<file path="src/rtl/remote_onoff_seq_pkg.sv">
package remote_onoff_seq_pkg;

    typedef enum logic [1:0] {
        PH_OFF   = 2'd0,
        PH_BLANK = 2'd1,
        PH_RUN   = 2'd2,
        PH_DRAIN = 2'd3
    } seq_phase_e;

    typedef struct packed {
        seq_phase_e ph;
        logic       dis;
        logic       kill;
        logic       arm;
        logic       clr;
    } seq_regs_t;

    function automatic int unsigned ns_to_ticks(input longint unsigned ns,
                                                input longint unsigned tick_ns);
        longint unsigned t;
        t = ns / tick_ns;
        return (t == 0) ? 1 : int'(t);
    endfunction

endpackage

</file>
<file path="src/rtl/remote_onoff_debounce.sv">
module remote_onoff_debounce #(
    parameter int unsigned HOLD_TICKS = 3800,
    parameter int unsigned CW         = $clog2(HOLD_TICKS + 1)
) (
    input  logic clk,
    input  logic rst_n,
    input  logic tick_i,
    input  logic raw_i,
    output logic level_o
);
    typedef struct packed {
        logic          level;
        logic [CW-1:0] cnt;
    } deb_t;

    localparam logic [CW-1:0] LAST = CW'(HOLD_TICKS - 1);

    deb_t deb_d, deb_q;

    always_comb begin
        deb_d = deb_q;
        if (raw_i == deb_q.level) begin
            deb_d.cnt = '0;
        end else if (tick_i) begin
            if (deb_q.cnt == LAST) begin
                deb_d.level = raw_i;
                deb_d.cnt   = '0;
            end else begin
                deb_d.cnt = deb_q.cnt + 1'b1;
            end
        end
    end

    always_ff @(posedge clk or negedge rst_n) begin
        if (!rst_n) begin
            deb_q.level <= 1'b1;
            deb_q.cnt   <= '0;
        end else begin
            deb_q <= deb_d;
        end
    end

    assign level_o = deb_q.level;
endmodule

</file>
<file path="src/rtl/remote_onoff_timer.sv">
module remote_onoff_timer #(
    parameter int unsigned TW = 13
) (
    input  logic          clk,
    input  logic          rst_n,
    input  logic          tick_i,
    input  logic          load_i,
    input  logic [TW-1:0] load_val_i,
    output logic          done_o
);
    typedef struct packed {
        logic          run;
        logic [TW-1:0] cnt;
    } tmr_t;

    tmr_t tmr_d, tmr_q;

    assign done_o = tmr_q.run && tick_i && (tmr_q.cnt == TW'(1));

    always_comb begin
        tmr_d = tmr_q;
        if (load_i) begin
            tmr_d.run = 1'b1;
            tmr_d.cnt = load_val_i;
        end else if (tmr_q.run && tick_i) begin
            if (tmr_q.cnt == TW'(1)) begin
                tmr_d.run = 1'b0;
            end else begin
                tmr_d.cnt = tmr_q.cnt - 1'b1;
            end
        end
    end

    always_ff @(posedge clk or negedge rst_n) begin
        if (!rst_n) begin
            tmr_q <= '0;
        end else begin
            tmr_q <= tmr_d;
        end
    end
endmodule

</file>
<file path="src/rtl/remote_onoff_seq.sv">
module remote_onoff_seq
    import remote_onoff_seq_pkg::*;
#(
    parameter longint unsigned TICK_NS  = 10_000,
    parameter longint unsigned DEB_NS   = 38_000_000,
    parameter longint unsigned DRAIN_NS = 2_800_000,
    parameter longint unsigned BLANK_NS = 75_000_000
) (
    input  logic clk,
    input  logic rst_n,
    input  logic tick_i,
    input  logic on_req_n_i,
    input  logic fault_lat_i,
    output logic sup_dis_o,
    output logic pg_kill_o,
    output logic uv_arm_o,
    output logic flt_clr_o
);
    localparam int unsigned DEB_TICKS   = ns_to_ticks(DEB_NS, TICK_NS);
    localparam int unsigned DRAIN_TICKS = ns_to_ticks(DRAIN_NS, TICK_NS);
    localparam int unsigned BLANK_TICKS = ns_to_ticks(BLANK_NS, TICK_NS);
    localparam int unsigned MAX_TICKS   = (DRAIN_TICKS > BLANK_TICKS) ? DRAIN_TICKS : BLANK_TICKS;
    localparam int unsigned TW          = $clog2(MAX_TICKS + 1);
    localparam logic [TW-1:0] DRAIN_V   = TW'(DRAIN_TICKS);
    localparam logic [TW-1:0] BLANK_V   = TW'(BLANK_TICKS);

    logic          req_lvl;
    logic          tmr_done;
    logic          tmr_load;
    logic [TW-1:0] tmr_val;
    seq_regs_t     seq_d, seq_q;

    remote_onoff_debounce #(.HOLD_TICKS(DEB_TICKS)) u_deb (
        .clk     (clk),
        .rst_n   (rst_n),
        .tick_i  (tick_i),
        .raw_i   (on_req_n_i),
        .level_o (req_lvl)
    );

    remote_onoff_timer #(.TW(TW)) u_tmr (
        .clk        (clk),
        .rst_n      (rst_n),
        .tick_i     (tick_i),
        .load_i     (tmr_load),
        .load_val_i (tmr_val),
        .done_o     (tmr_done)
    );

    always_comb begin
        seq_d    = seq_q;
        seq_d.clr = 1'b0;
        tmr_load = 1'b0;
        tmr_val  = BLANK_V;
        case (seq_q.ph)
            PH_OFF: begin
                if (!req_lvl) begin
                    seq_d.ph = PH_BLANK;
                    tmr_load = 1'b1;
                    tmr_val  = BLANK_V;
                end
            end
            PH_BLANK, PH_RUN: begin
                if (req_lvl) begin
                    seq_d.ph  = PH_DRAIN;
                    seq_d.clr = 1'b1;
                    tmr_load  = 1'b1;
                    tmr_val   = DRAIN_V;
                end else if (seq_q.ph == PH_BLANK && tmr_done) begin
                    seq_d.ph = PH_RUN;
                end
            end
            PH_DRAIN: begin
                if (tmr_done) begin
                    seq_d.ph = PH_OFF;
                end
            end
            default: seq_d.ph = PH_OFF;
        endcase
        seq_d.dis  = (seq_d.ph == PH_OFF) || fault_lat_i;
        seq_d.kill = (seq_d.ph == PH_OFF) || (seq_d.ph == PH_DRAIN) || fault_lat_i;
        seq_d.arm  = (seq_d.ph == PH_RUN);
    end

    always_ff @(posedge clk or negedge rst_n) begin
        if (!rst_n) begin
            seq_q.ph   <= PH_OFF;
            seq_q.dis  <= 1'b1;
            seq_q.kill <= 1'b1;
            seq_q.arm  <= 1'b0;
            seq_q.clr  <= 1'b0;
        end else begin
            seq_q <= seq_d;
        end
    end

    assign sup_dis_o = seq_q.dis;
    assign pg_kill_o = seq_q.kill;
    assign uv_arm_o  = seq_q.arm;
    assign flt_clr_o = seq_q.clr;
endmodule

</file>
<file path="config.mk">
export PLATFORM = sky130hd
export DESIGN_NAME = remote_onoff_seq
export DESIGN_NICKNAME = d
export VERILOG_FILES = /design/src/rtl/remote_onoff_seq_pkg.sv /design/src/rtl/remote_onoff_debounce.sv /design/src/rtl/remote_onoff_timer.sv /design/src/rtl/remote_onoff_seq.sv
export SDC_FILE = /design/constraint.sdc
export NUM_CORES = 1
export LEC_CHECK = 0
export BUFFER_PORTS_ARGS = -buffer_cell sky130_fd_sc_hd__buf_2
export CAP_MARGIN = 20
export CORE_MARGIN = 4
export CORE_UTILIZATION = 50
export CTS_BUF_LIST = sky130_fd_sc_hd__clkbuf_16
export DETAILED_ROUTE_END_ITERATION = 10
export PLACE_DENSITY = 0.78
export REMOVE_ABC_BUFFERS = 1
export SLEW_MARGIN = 20
export SYNTH_ARGS = -nofsm -noshare
export SYNTH_HDL_FRONTEND = slang
export SYNTH_HIERARCHICAL = 1
export SYNTH_SLANG_ARGS = --single-unit
</file>
<file path="constraint.sdc">
create_clock -name clk -period 3.75 [get_ports clk]
set_input_delay 0.375 -clock clk [delete_from_list [all_inputs] [get_ports clk]]
set_output_delay 0.375 -clock clk [all_outputs]
set_load 0.02 [all_outputs]
</file>
# --- Yosys cells after proc, flatten, opt, wreduce, memory -nomap -nowiden ---
# Index checks and enable logic that the tools add are counted.
op_classes:
  addsub: 2
  muxes: 18
  reduce_logical: 15
  eq_ne: 9
  n_bitwise: 1
op_table:
  columns: ["operator", "count"]
  rows:
  - ["13-bit two-way mux", 3]
  - ["12-bit two-way mux", 3]
  - ["14-bit two-way mux", 2]
  - ["13-bit by 1-bit == test with 1-bit output, second input constant", 1]
  - ["13-bit by 1-bit subtractor with 13-bit output, second input constant", 1]
  - ["12-bit by 1-bit adder with 12-bit output, second input constant", 1]
  - ["12-bit == test, second input constant", 1]
  - ["2-bit == test, second input constant", 4]
  - ["2-bit two-way mux", 4]
  - ["2-bit one-hot mux with 3 select lines", 1]
  - ["2-bit nonzero test", 3]
  - ["2-bit zero test", 2]
  - ["1-bit two-way mux", 4]
  - ["2-bit AND reduction", 2]
  - ["1-bit logical AND", 3]
  - ["1-bit logical OR", 3]
  - ["3-bit AND reduction", 1]
  - ["2-bit by 1-bit == test with 1-bit output, second input constant", 1]
  - ["2-bit inequality test, second input constant", 1]
  - ["1-bit one-hot mux with 2 select lines", 1]
  - ["2-bit OR reduction", 1]
  - ["1-bit == test", 1]
  - ["1-bit inverter", 1]
word_totals:
  wordCells: 54
  out_inout_bits: 4
  regBits: 33
  inputBits: 5

# --- Longest topological paths before layout ---
# Gate-level depths: netlist (run 1).
logic_depth:
  ltp_word: 9
  ltp_mapped: 10
  depth_no_buf: 10

# --- Modules after synthesis ---
# The synthesis (run 1) kept the hierarchy.
by_module_without_submodules:
  columns: ["mod", "n_inst", "seq_area_each_um2", "cells_each", "area_each_um2"]
  rows:
  - ["remote_onoff_timer", 1, 350.3, 100, 915.9]
  - ["remote_onoff_debounce", 1, 326.6, 84, 793.3]
  - ["remote_onoff_seq", 1, 152.6, 34, 346.6]

# --- Worst setup path before layout (run 1) ---
# No wires, ideal clock.
synth_path:
  kind: "reg-to-reg"
  startpoint: "register u_tmr/tmr_q[1] (netlist bit)"
  endpoint: "register seq_q, in the netlist pg_kill_o"
  path_stages_with_launch: 11
  path_buffers: 0
  setup_slack_ns: 1.317
  t_arrival_ns: 2.371
  path_cell_list: "dfrtp_1 > inv_1 > ha_1 > or4b_4 > nor4_2 > and2_1 > inv_1 > o221ai_1 > o2111a_1 > ha_1 > nand2b_1"
synth_rtl:
  columns: ["element", "line_no", "rtl"]
  rows:
  - ["from (decl)", "remote_onoff_timer.sv:16", "tmr_t tmr_d, tmr_q;"]
  - ["from (signal assigned)", "remote_onoff_timer.sv:38", "tmr_q <= tmr_d;"]
  - ["to (signal assigned)", "remote_onoff_seq.sv:93", "seq_q <= seq_d;"]
  - ["to (decl)", "remote_onoff_seq.sv:31", "seq_regs_t seq_d, seq_q;"]

==> flow_summary.toml, run 1 <==
[power]
p_per_area_nw_per_um2 = 659
ir_drop_mv = 0.358
p_leak_uw = 0.000936

[synth]
ys_types = 66
seq_area_frac_synth_pct = 40.4
syn_area_um2 = 2060
synthArstFlopShare_pct = 100
synth-edff-count = 0
ys_warn_count = 6
synthCells = 218
ys_ff_latch = 33
synth_ff_type = "dfrtp_1"
syn_avg_cell_area_um2 = 9.43

[sta]
rsz0062_at_grt = "false"
setup_viol = 0
period_needed_ps = 2710
drv_slew = 0
period_share_pct = 72.2
holdWs_ps = 157
setup_tns_ps = 0
slew_headroom_pct = 33.0
finClkSkew_ps = 3.51
final-hold-violation-count = 0
worst_pin_slew_ps = 1000
worst_slack_ps = 1040
max_freq_ghz = 0.370

[worst_setup_path]
end_kind = "flip-flop"
required_ps = 3970
startpoint_type = "flip-flop"
endpoint = "pg_kill_o"
worstSetupPathType = "reg -> reg"
r2r-start = "u_tmr/tmr_q[1]"
r2r_end = "pg_kill_o"
r2r_cells = 10
crit_arrival_ps = 2930
critPathLaunch = "u_tmr/tmr_q[1]"
reg2reg_slack_ps = 1040
cp_max_fo = 5

[clock_network]
holdBufCountCts = 0
cts-root-buf = "clkbuf_16"
cts_setup_buffers = 0
cts_max_path_buffers = 2
htreeDepth = 2
numClockSinks = 33
clkLatencyLatePin_ps = 270
cts_made_buffers = 5
tritoncts = "yes"
path_clk_slew_ps = 50
cts_resized = 0

[flow_run]
cap_violations = 0

[global_route]
grtUsageTotal_pct = 17.4
antenna_found_initial = 0
overflow = 0
grt_pass1_wl_um = 7240
grt_pass1_vias = 1555
grt_max_degree = 35

[floorplan]
start_util_pct = 51.4
core-area_um2 = 4000
fp.dieH_um = 72.1
io_pins = 9
rows = 23
fp.dieW_um = 72.1
dieArea_um2 = 5200

[cells_and_area]
drive_gt1_share_pct = 14.2
syn_to_final_growth_pct = 11.0
fin_util_pct = 57.1
n_antenna_cell = 0
fin_nets = 246

[route]
post_drt_via_cell_ratio = 6.06
drtPass1Iterations = 4
wl_um = 4180
num_vias = 1716
routedWlPerCell_um = 14.8
drcViolationCount = 0
ant_nets = 0
drtIter0Drc = 165

[placement]
place.gp.congestion = 0.849
pre_cts_slack_ps = 1060
dp_hpwl_um = 2810
port_buffers = 8

[min_path]
worstHoldPathType = "in -> async"

[run_status]
status = "finished, final reports clean"
## cells in the mapped netlist, drive strengths merged (3+ instances only)
cell type / number / share of area [%]
a21oi: 11 / 2.7
a31oi: 7 / 2.1
and3: 4 / 1.3
and4: 3 / 1.4
clkbuf: 5 / 1.4
dfrtp: 30 / 37
dfstp: 3 / 3.8
ha: 9 / 5.5
inv: 9 / 1.6
nand2: 27 / 4.9
nand2b: 4 / 1.2
nand3: 12 / 2.9
nand4: 5 / 2.3
nor2: 9 / 1.6
nor2b: 5 / 1.5
nor3: 4 / 0.97
nor4: 5 / 2.4
o21ai: 9 / 2.2
o31a: 3 / 1.3
o41ai: 4 / 2.1
or3: 4 / 1.3
or4: 3 / 1.3
xnor2: 3 / 1.3
## metal layers
layer / vias to the layer above / global-route usage [%] / wire [um]
met3: 6 / 4.43 / 154
met2: 37 / 27.1 / 1890
met1: 831 / 24.5 / 2100
met5: - / 0 / 0
li1: 842 / - / -
met4: 0 / 3.76 / 36
## sequential cells by signal (all words and copies together) (netlist names)
name,cells
seq_q,2
sup_dis_o,1
u_tmr/tmr_q,14
u_deb/deb_q,12
pg_kill_o,1
uv_arm_o,1
flt_clr_o,1
u_deb/level_o,1
## cells by family (layout without fill, tap and decap cells)
family	after synthesis	after routing	share of synthesized area [%]
buffers and inverters	16	26	3.83
other	2	7	0.365
DFF	33	33	40.4
xor gates and xnor gates	4	4	1.70
muxes	2	2	1.03
AOI/OAI and AO/OA	54	54	18.5
adders and majority gates	9	9	5.48
and+or+nand+nor	98	98	28.7
## final cells by class
cell class | instances | area (um^2)
timing repair buffer | 9 | 47.5
tap | 50 | 62.6
sequential | 33 | 830
inverter | 9 | 33.8
clock buffer | 5 | 125
clock inverter | 3 | 17.5
fill | 350 | 1720
multi-input combinational | 174 | 1170
## how the worst min path moves through the flow
| stage | start | end | slack [ps] | cells after the start |
|---|---|---|---|---|
| global placement | rst_n | u_deb/deb_q[11] | 490 | 1 |
| detailed placement | rst_n | u_deb/deb_q[11] | 490 | 1 |
| CTS | rst_n | u_deb/deb_q[11] | 180 | 1 |
| finish | rst_n | u_deb/deb_q[11] | 160 | 1 |
| floorplan | rst_n | flt_clr_o | 80 | 0 |
| global route | rst_n | u_deb/deb_q[7] | 220 | 1 |
## power by group
| group | internal (uW) | switching (uW) | leakage [uW] |
|---|---|---|---|
| clock network | 243 | 150 | 0.0000696 |
| registers | 462 | 124 | 0.000410 |
| logic | 224 | 302 | 0.000456 |
| total | 929 | 575 | 0.000936 |
## worst max-delay path, stage by stage, from the launching register on
cell and delay (ps):
dfrtp_1 400, inv_1 80, ha_1 180, or4b_4 510
nor4_2 450, and2_1 240, inv_1 50, o221ai_1 190
o2111a_1 250, ha_1 230, nand2b_1 70
## layout by cell type (no fill, tap or decap), types with 2 or more instances in the layout
master and n:
o21ai_0 3, dfrtp_1 30, o21a_1 2, ha_1 9, nand4_1 4, or3_1 3
inv_1 9, and3_1 3, nor2b_1 5, clkbuf_16 5, nor4_1 2, clkinv_2 2
and4_1 2, or4_1 2, conb_1 7, nand3b_1 2, nand2_1 27, nand3_1 12
o21ai_1 6, o41ai_1 3, a31oi_1 7, buf_2 8, nand2b_1 4, a21oi_1 11
nor4_2 3, o211ai_1 2, o31a_1 3, nor3_1 4, nor2_1 9, xnor2_1 3
and2_1 2, a311oi_1 2, dfstp_2 3
## metrics by stage
stage                     total power (uW)  cell area, um^2  instances
after floorplan                        973             2030        216
after global placement                1090             2140        275
after detailed placement              1110             2140        275
after CTS                             1510             2280        283
after global routing                  1620             2280        283
final                                 1500             2280        283
Note: power is estimated with default switching activity, not from simulation.
==> run 2: changes to the inputs <==
- PLACE_DENSITY: 0.78 -> 0.8
- clock period: 3.75 -> 2.4 ns (I/O delays scaled with it)
==> run 2 against run 1 <==
  * Critical path depth did not move
  * Non-clock buffer count rose by 16
  * Sequential cell count did not move
  * Hold slack got worse by 140 ps
  * Maximum frequency rose by 18%
  * Combinational power rose by 100%
  * Register-to-register slack got worse by 950 ps
  * Die area did not move
  * Cell count rose by 5.7%
  * Design area rose by 6.6%
  * Clock skew barely moved
  * First-iteration DRC count rose by 4.8%
  * Critical endpoint is now sup_dis_o
==> flow_summary.toml, run 2 (synthesized netlist as in run 1, its figures left out) <==
[placement]
dp_hpwl_um = 2990
placedInstanceArea_um2 = 2230
pre_cts_slack_ps = -29.9
placed_cells = 287
place.gp.congestion = 0.839
port_buffers = 8

[worst_setup_path]
reg2reg_slack_ps = 100
required_ps = 2600
end_kind = "flip-flop"
cp_max_fo = 3
crit_arrival_ps = 2510
r2r_end = "sup_dis_o"
r2r-start = "u_tmr/tmr_q[1]"
startpoint_type = "flip-flop"
worstSetupPathType = "reg -> reg"
r2r_cells = 10

[power]
power.total_uw = 2560
p_per_area_nw_per_um2 = 1050
ir_drop_mv = 0.530
p_leak_uw = 0.00102

[clock_network]
tritoncts = "yes"
clkLatencyLatePin_ps = 280
numClockSinks = 33
path_clk_slew_ps = 50
cts-root-buf = "clkbuf_16"
cts_max_path_buffers = 2
htreeDepth = 2
cts_made_buffers = 5

[cells_and_area]
largest_register_ffs = 14
final_common_cell = "dfrtp_1"
syn_to_final_growth_pct = 18.3
fin_cells = 299
fin_nets = 262
drive_gt1_share_pct = 21.3
seq_area_um2 = 830
n_antenna_cell = 0
fin_area_um2 = 2430
top_regs = "u_tmr/tmr_q: 14 flops, u_deb/deb_q: 12 flops, seq_q: 2 flops"
regMostFlops = "u_tmr/tmr_q"
multi_input_area_um2 = 1200
layout_common_cells = "30 x dfrtp_1, 27 x nand2_1, 17 x buf_4"
fillerInstances = 321

[route]
wl_um = 4360
ant_nets = 0
routedWlPerCell_um = 14.6
drcViolationCount = 0
post_drt_via_cell_ratio = 5.89
drtPass1Iterations = 4
drtIter0Drc = 173
num_vias = 1760

[sta]
slew_headroom_pct = 52.4
max_freq_ghz = 0.434
final-hold-violation-count = 0
drv_slew = 0
worst_pin_slew_ps = 714
setup_viol = 0
period_needed_ps = 2300
finClkSkew_ps = 3.78
worst_slack_ps = 97.7
setup_tns_ps = 0
rsz0062_at_grt = "true"
period_share_pct = 95.9

[global_route]
grt_max_degree = 34
overflow = 0
grtUsageTotal_pct = 18.1
grt_pass1_wl_um = 7330
grt_pass1_vias = 1605
antenna_found_initial = 0

[floorplan]
start_util_pct = 51.4
fp.dieW_um = 72.1
dieArea_um2 = 5200
core-area_um2 = 4000
fp.dieH_um = 72.1
io_pins = 9
rows = 23

[flow_run]
cap_violations = 0

[run_status]
status = "finished, final reports clean"

[min_path]
worstHoldPathType = "in -> async"
run 2: final cells by class:
cell class / instances / share of cell area, %
Inverter: 9 / 1.39
Multi-Input combinational cell: 174 / 49.2
Sequential cell: 33 / 34.1
Timing Repair Buffer: 25 / 6.89
Tap cell: 50 / 2.57
Clock inverter: 3 / 0.720
Clock buffer: 5 / 5.14
run 2: worst max-delay path by stage:
stage,from,endpoint,slack [ps]
finish,u_tmr/tmr_q[1],sup_dis_o,100
CTS,u_tmr/tmr_q[1],pg_kill_o,3
floorplan,u_tmr/tmr_q[1],pg_kill_o,-30
global route,u_tmr/tmr_q[1],sup_dis_o,-30
detailed placement,u_tmr/tmr_q[1],pg_kill_o,-30
global placement,u_tmr/tmr_q[1],pg_kill_o,60
run 2: per-stage QoR:
stage,utilization (%),hold slack [ps]
after floorplan,-,-55.6
after global placement,55.7,333
after detailed placement,55.7,344
after CTS,59.6,37.6
after global routing,60.8,78.2
final,60.8,14.6
run 2: power by group:
part / internal, uW / switching, uW
sequential: 722 / 159
combinational: 495 / 570
clock: 379 / 231
run 2: critical path, cell delays in order, from the launching register on:
cell and delay, ps:
dfrtp_1 380, inv_2 80, ha_4 120, or4b_4 480, nor4_4 240, and2_4 190, a21oi_1 60, nor2_1 130
o22ai_1 110, ha_1 170, or2_2 260
run 2: routing by layer:
metal	track usage [%]	vias up	routed length, um
li1	-	872	-
met1	24.1	852	2080
met2	27.7	27	2050
met3	4.85	9	134
met4	7.93	0	91
met5	0	-	0
run 2: repair_timing:
action,CTS,global route
resized for setup,1,5
setup buffers,1,3
hold buffers,0,0
hold endpoints to repair,0,0
endpoints found under the setup margin,1,3
pin swaps,2,4
